==> src/rtl/burst_seq_pkg.sv <==
package burst_seq_pkg;
    localparam int BEAT_W = 2;

    typedef enum logic [1:0] {
        CMD_HOLD = 2'd0,
        CMD_LOAD = 2'd1,
        CMD_END  = 2'd2,
        CMD_STEP = 2'd3
    } seq_cmd_e;
endpackage

==> src/rtl/burst_cmd_dec.sv <==
module burst_cmd_dec
    import burst_seq_pkg::*;
(
    input  logic     clk_en_n,
    input  logic     adv_ld,
    input  logic     chip_sel,
    input  logic     active,
    output seq_cmd_e cmd
);
    always_comb begin
        if (clk_en_n)
            cmd = CMD_HOLD;
        else if (!adv_ld)
            cmd = chip_sel ? CMD_LOAD : CMD_END;
        else
            cmd = active ? CMD_STEP : CMD_HOLD;
    end
endmodule

==> src/rtl/burst_lo_gen.sv <==
module burst_lo_gen
    import burst_seq_pkg::*;
(
    input  logic [BEAT_W-1:0] start_lo,
    input  logic [BEAT_W-1:0] beat,
    input  logic              order_ilv,
    output logic [BEAT_W-1:0] lo
);
    logic [BEAT_W-1:0] lin_lo;
    logic [BEAT_W-1:0] ilv_lo;

    // Both orders wrap inside the aligned group: the sum is taken modulo 2**BEAT_W.
    assign lin_lo = start_lo + beat;
    assign ilv_lo = start_lo ^ beat;
    assign lo     = order_ilv ? ilv_lo : lin_lo;
endmodule

==> src/rtl/burst_addr_seq.sv <==
module burst_addr_seq
    import burst_seq_pkg::*;
#(
    parameter int ADDR_W = 17
) (
    input  logic              clk,
    input  logic              rst_n,
    input  logic              clk_en_n,
    input  logic              adv_ld,
    input  logic              chip_sel,
    input  logic              order_ilv,
    input  logic [ADDR_W-1:0] addr_in,
    output logic [ADDR_W-1:0] burst_addr,
    output logic              burst_active
);
    localparam int UPPER_W = ADDR_W - BEAT_W;

    typedef struct packed {
        logic [UPPER_W-1:0] upper;
        logic [BEAT_W-1:0]  start_lo;
        logic [BEAT_W-1:0]  beat;
        logic [BEAT_W-1:0]  lo;
        logic               active;
    } seq_state_t;

    seq_state_t        st_d, st_q;
    seq_cmd_e          cmd;
    logic [BEAT_W-1:0] beat_nx;
    logic [BEAT_W-1:0] lo_nx;

    burst_cmd_dec u_dec (
        .clk_en_n (clk_en_n),
        .adv_ld   (adv_ld),
        .chip_sel (chip_sel),
        .active   (st_q.active),
        .cmd      (cmd)
    );

    assign beat_nx = st_q.beat + 1'b1;

    burst_lo_gen u_lo (
        .start_lo  (st_q.start_lo),
        .beat      (beat_nx),
        .order_ilv (order_ilv),
        .lo        (lo_nx)
    );

    always_comb begin
        st_d = st_q;
        unique case (cmd)
            CMD_LOAD: begin
                st_d.upper    = addr_in[ADDR_W-1:BEAT_W];
                st_d.start_lo = addr_in[BEAT_W-1:0];
                st_d.lo       = addr_in[BEAT_W-1:0];
                st_d.beat     = '0;
                st_d.active   = 1'b1;
            end
            CMD_END: begin
                st_d.active = 1'b0;
            end
            CMD_STEP: begin
                st_d.beat = beat_nx;
                st_d.lo   = lo_nx;
            end
            default: ;
        endcase
    end

    always_ff @(posedge clk or negedge rst_n) begin
        if (!rst_n)
            st_q <= '0;
        else
            st_q <= st_d;
    end

    assign burst_addr   = {st_q.upper, st_q.lo};
    assign burst_active = st_q.active;
endmodule

==> config.mk <==
export PLATFORM = sky130hd
export DESIGN_NAME = burst_addr_seq
export DESIGN_NICKNAME = d
export VERILOG_FILES = /design/src/rtl/burst_seq_pkg.sv /design/src/rtl/burst_cmd_dec.sv /design/src/rtl/burst_lo_gen.sv /design/src/rtl/burst_addr_seq.sv
export SDC_FILE = /design/constraint.sdc
export NUM_CORES = 1
export LEC_CHECK = 0
export CAP_MARGIN = 10
export CORE_MARGIN = 5
export CORE_UTILIZATION = 60
export CTS_CLUSTER_DIAMETER = 40
export CTS_CLUSTER_SIZE = 20
export DETAILED_ROUTE_END_ITERATION = 6
export DONT_BUFFER_PORTS = 1
export MAX_ROUTING_LAYER = met4
export PLACE_DENSITY = 0.79
export SLEW_MARGIN = 20
export SYNTH_ARGS = -nofsm -noshare
export SYNTH_HDL_FRONTEND = slang
export SYNTH_SLANG_ARGS = --single-unit
==> constraint.sdc <==
create_clock -name clk -period 5.2 [get_ports clk]
set_clock_uncertainty 0.15 [all_clocks]
set_input_delay 1.04 -clock clk [delete_from_list [all_inputs] [get_ports clk]]
set_output_delay 1.04 -clock clk [all_outputs]
set_load 0.005 [all_outputs]
Yosys cells after proc, flatten, opt, wreduce, memory -nomap -nowiden --
Index checks and enable logic that the tools add are counted.
Operators by class: reduce and logical (&&, ||, !) cells 2, bitwise operators 1, eq/ne operators 3, multiplexer cells 7, add/subtract/negate cells 2
Operators by type and width (number):
- $mux W2 | 5
- $pmux W4 S2 | 1
- $eq A2 B2 Y1 const B | 2
- $reduce_bool A2 Y1 | 2
- $add A2 B1 Y2 const B | 1
- $add A2 B2 Y2 | 1
- $eq A2 B1 Y1 const B | 1
- $pmux W1 S2 | 1
- $xor A2 B2 Y2 | 1
Word-level totals: word-level logic and storage cells 20, bits of input ports 23, flip-flop bits (word level) 22, output and inout port bits 18

Logic depth before layout (Yosys ltp) --
depth in word-level cells 5, mapped depth 7

Modules after synthesis --
A second synthesis with hierarchy kept.
Unflattened totals: cell total of the unflattened synthesis 85, area total of the unflattened synthesis 1093.5 µm²
By module, submodules not included:
- burst_addr_seq | instances 1, area each 1027.2 µm², cells an instance 76
- burst_lo_gen | instances 1, area each 36.3 µm², cells an instance 4
- burst_cmd_dec | instances 1, area each 30.0 µm², cells an instance 5

Worst setup path before layout --
No wires, ideal clock.
path kind in2reg, start point in chip_sel, end point reg st_q, in the netlist burst_addr[14], path slack 2.550 ns, arrival time 2.375 ns, cell stages on the path 7, buffers on the path 2, cells stage by stage or2_2 a21oi_1 inv_1 ha_1 buf_2 buf_2 mux2_2
On the way: cells in the longest elaborated chain, start to end 4
RTL lines:
- start: declaration | RTL line burst_addr_seq.sv:10 | input logic chip_sel,
- $mux W2 | RTL line burst_cmd_dec.sv:14 | cmd = chip_sel ? CMD_LOAD : CMD_END;
- $mux W2 | RTL line burst_cmd_dec.sv:13 | else if (!adv_ld)
- $mux W2 | RTL line burst_cmd_dec.sv:11 | if (clk_en_n)
- $eq A2 B1 Y1 | RTL line burst_addr_seq.sv:50 | unique case (cmd)
- end signal: assignment | RTL line burst_addr_seq.sv:73 | st_q <= st_d;
- end: declaration | RTL line burst_addr_seq.sv:26 | seq_state_t st_d, st_q;
No other way between the ends. A chain may end at the register's enable or synchronous reset.

Worst setup path in the final report --
start point in adv_ld, end point reg st_q, in the netlist burst_addr[9]
On the way: cells in the longest elaborated chain, start to end 3
RTL lines:
- start: declaration | RTL line burst_addr_seq.sv:9 | input logic adv_ld,
- $mux W2 | RTL line burst_cmd_dec.sv:13
- $mux W2 | RTL line burst_cmd_dec.sv:11
- $eq A2 B1 Y1 | RTL line burst_addr_seq.sv:50
No other way between the ends.

==> results.json <==
{
  "period_needed_ns": 2.49,
  "die_h_um": 53.7,
  "final-setup-viol-count": 0,
  "cts_buffer_depth": 2,
  "async_flop_share_pct": 100,
  "ys.flop_type": "dfrtp_1",
  "yosysMostFrequentCell": "dfrtp_1",
  "startpoint": "adv_ld",
  "drtIter0Drc": 2,
  "viasPerCell": 5.71,
  "finalMaxSlewViolations": 0,
  "relSlewSlack_pct": 51.1,
  "dr_total_vias": 582,
  "start_kind": "primary input",
  "htree_levels": 1,
  "ir_worst_vdd_v": 0.000208,
  "critPathMaxStageDelay_ns": 0.63,
  "synth_largest_area_cell": "dfrtp_1",
  "cp_num_buf_inv": 1,
  "fillers": 156,
  "ant_nets": 0,
  "r2r_end": "burst_addr[9]",
  "ioPinCount": 41,
  "endpoint_kind": "flip-flop",
  "powerDensity_nw_per_um2": 444,
  "tns_ns": 0,
  "ys_types": 26,
  "start_util_pct": 64.8,
  "cts.sinks": 22,
  "grt_pass1_wl_um": 2660,
  "grt_max_degree": 23,
  "cp.required_ns": 5.25,
  "synth_top_family_by_area": "multiplexers",
  "cp.arrival_ns": 2.54,
  "fin_cells": 102,
  "synth_area_um2": 1140,
  "synth_area_per_cell_um2": 12.4,
  "drc_errors": 0,
  "fmax_mhz": 402,
  "cap_viol_max_count": 0,
  "synthCells": 92,
  "synth-compound-area-share_pct": 5.36,
  "power.total_mw": 0.484,
  "synthMuxAreaShare_pct": 19.8,
  "endpoint": "burst_addr[9]",
  "dp_slack_ns": 2.37,
  "area_delta_synth_final_pct": -4.70,
  "gp_congestion": 0.760,
  "antennaDiodeCount": 0,
  "dieArea_um2": 2880,
  "timing.hold.ws_ns": 0.263,
  "synth-xor-area-share_pct": 2.74,
  "hold_class": "primary input to async pin",
  "final.period_utilization_pct": 47.9,
  "synth_nets": 119,
  "worstReg2RegStart": "burst_active",
  "yosys.area_share.adder_pct": 4.38,
  "setup_slack_ns": 2.71,
  "clock_latency_ns": 0.30,
  "die_x_um": 53.7,
  "worst-r2r-setup-slack_ns": 3.01,
  "ys_ff_latch": 22,
  "synth.yosys.seq_area_share_pct": 48.1,
  "antenna_found_initial": 0,
  "cts_buffers": 3,
  "post_drt_wl_per_cell_um": 16.0,
  "cp_max_fo": 17,
  "path_cells": "mux2i_1 -> or2_4 -> inv_2 -> ha_1 -> mux2_2",
  "synthTopCellsByCount": "dfrtp_1 (22), buf_4 (17), mux2_2 (17), ha_1 (4), inv_1 (4)",
  "firstDrtPassIters": 4,
  "root_buffer": "clkbuf_4",
  "cp.depth": 5,
  "dp_cells": 98,
  "clk_pin_slew_ns": 0.12,
  "rsz0062_at_grt": "false",
  "cts_resized": 0,
  "drt_wl_total_um": 1630,
  "nets": 105,
  "cts_setup_buffers": 0,
  "synth.area.top_cells": "dfrtp_1 (48%), mux2_2 (17%), buf_4 (11%)",
  "core_area_um2": 1760,
  "finalHoldViolations": 0,
  "r2r_cells": 5,
  "crit_type": "primary input to flip-flop",
  "path_delay_family": "adder cells",
  "port_buffers": 0,
  "leakage_nw": 0.487,
  "synth_edf_count": 0,
  "synth_top_area_share_pct": 48.1,
  "yosysWarnings": 0,
  "yosys.area_share.simple_pct": 5.91,
  "grt_usage_pct": 13.4,
  "grt_pass1_vias": 625,
  "dp_hpwl_um": 1280,
  "drive_above_1_share_pct": 33.8,
  "grt-ovfl-total": 0,
  "ctsHoldBuffers": 0,
  "crit_slowest_cell": "ha_1",
  "cts_tree": "built",
  "worstMarginPinSlew_ns": 0.733,
  "row_count": 15,
  "status": "finished, final reports clean"
}
[metrics by stage]
step,area (µm²),util (%)
finish,1090,61.8
global route,1090,61.8
CTS,1090,61.8
detailed placement,1040,58.8
global placement,1040,58.8
floorplan,1140,-
[layout by cell type, fill, tap and decap left out, drive strengths merged]
cell type / synthesis / layout
dfrtp: 22 / 22
mux2: 18 / 18
inv: 5 / 5
ha: 4 / 4
a21oi: 3 / 3
nor2: 3 / 3
clkbuf: 0 / 3
mux2i: 2 / 2
o21ai: 2 / 2
or2: 2 / 2
nand2: 1 / 1
nand3b: 1 / 1
nor2b: 1 / 1
o31ai: 1 / 1
nand2b: 1 / 1
xnor2: 1 / 1
xnor3: 1 / 1
or2b: 1 / 1
or4b: 1 / 1
a211oi: 1 / 1
o32a: 1 / 1
o221a: 1 / 1
bufinv: 0 / 1
[where the power goes]
group	internal, mW	switching, mW
Sequential	0.221	0.0407
Clock	0.0778	0.0500
Combinational	0.0606	0.0341
[worst min-delay path by stage]
stage	start	endpoint	slack (ns)	cells past startpoint
floorplan	burst_addr[10]	burst_addr[10]	0.33	1
global placement	st_q[5]	st_q[5]	0.35	1
detailed placement	st_q[5]	st_q[5]	0.36	1
CTS	rst_n	burst_addr[8]	0.25	0
global route	rst_n	burst_addr[8]	0.23	0
finish	rst_n	burst_addr[0]	0.26	0
[routing by layer]
metal | GRT usage [%] | vias to the layer above | routed length [µm]
met5 | - | - | 0
met4 | 5.11 | 0 | 6
met3 | 4.99 | 2 | 204
met2 | 19.2 | 30 | 720
met1 | 17.2 | 286 | 700
li1 | - | 264 | -
[flip-flops by register name, indices dropped and copies added (netlist names)]
name,cells
burst_addr,17
burst_active,1
st_q,4
[final cells by class]
type	count	area, µm²	area share, %
Tap cell	25	31.3	2.87
Multi-Input combinational cell	46	437	40.1
Inverter	5	18.8	1.72
Clock inverter	1	30.0	2.76
Clock buffer	3	22.5	2.07
Sequential cell	22	551	50.5
[cells by family (layout without fill, tap and decap cells)]
group | count (synthesis) | in the layout
compound gates | 9 | 9
xor+xnor | 2 | 2
fa+ha+maj | 4 | 4
buf+inv | 24 | 9
flops | 22 | 22
mux | 20 | 20
simple gates | 11 | 11
No activity file was read; power rests on OpenSTA's default activity.
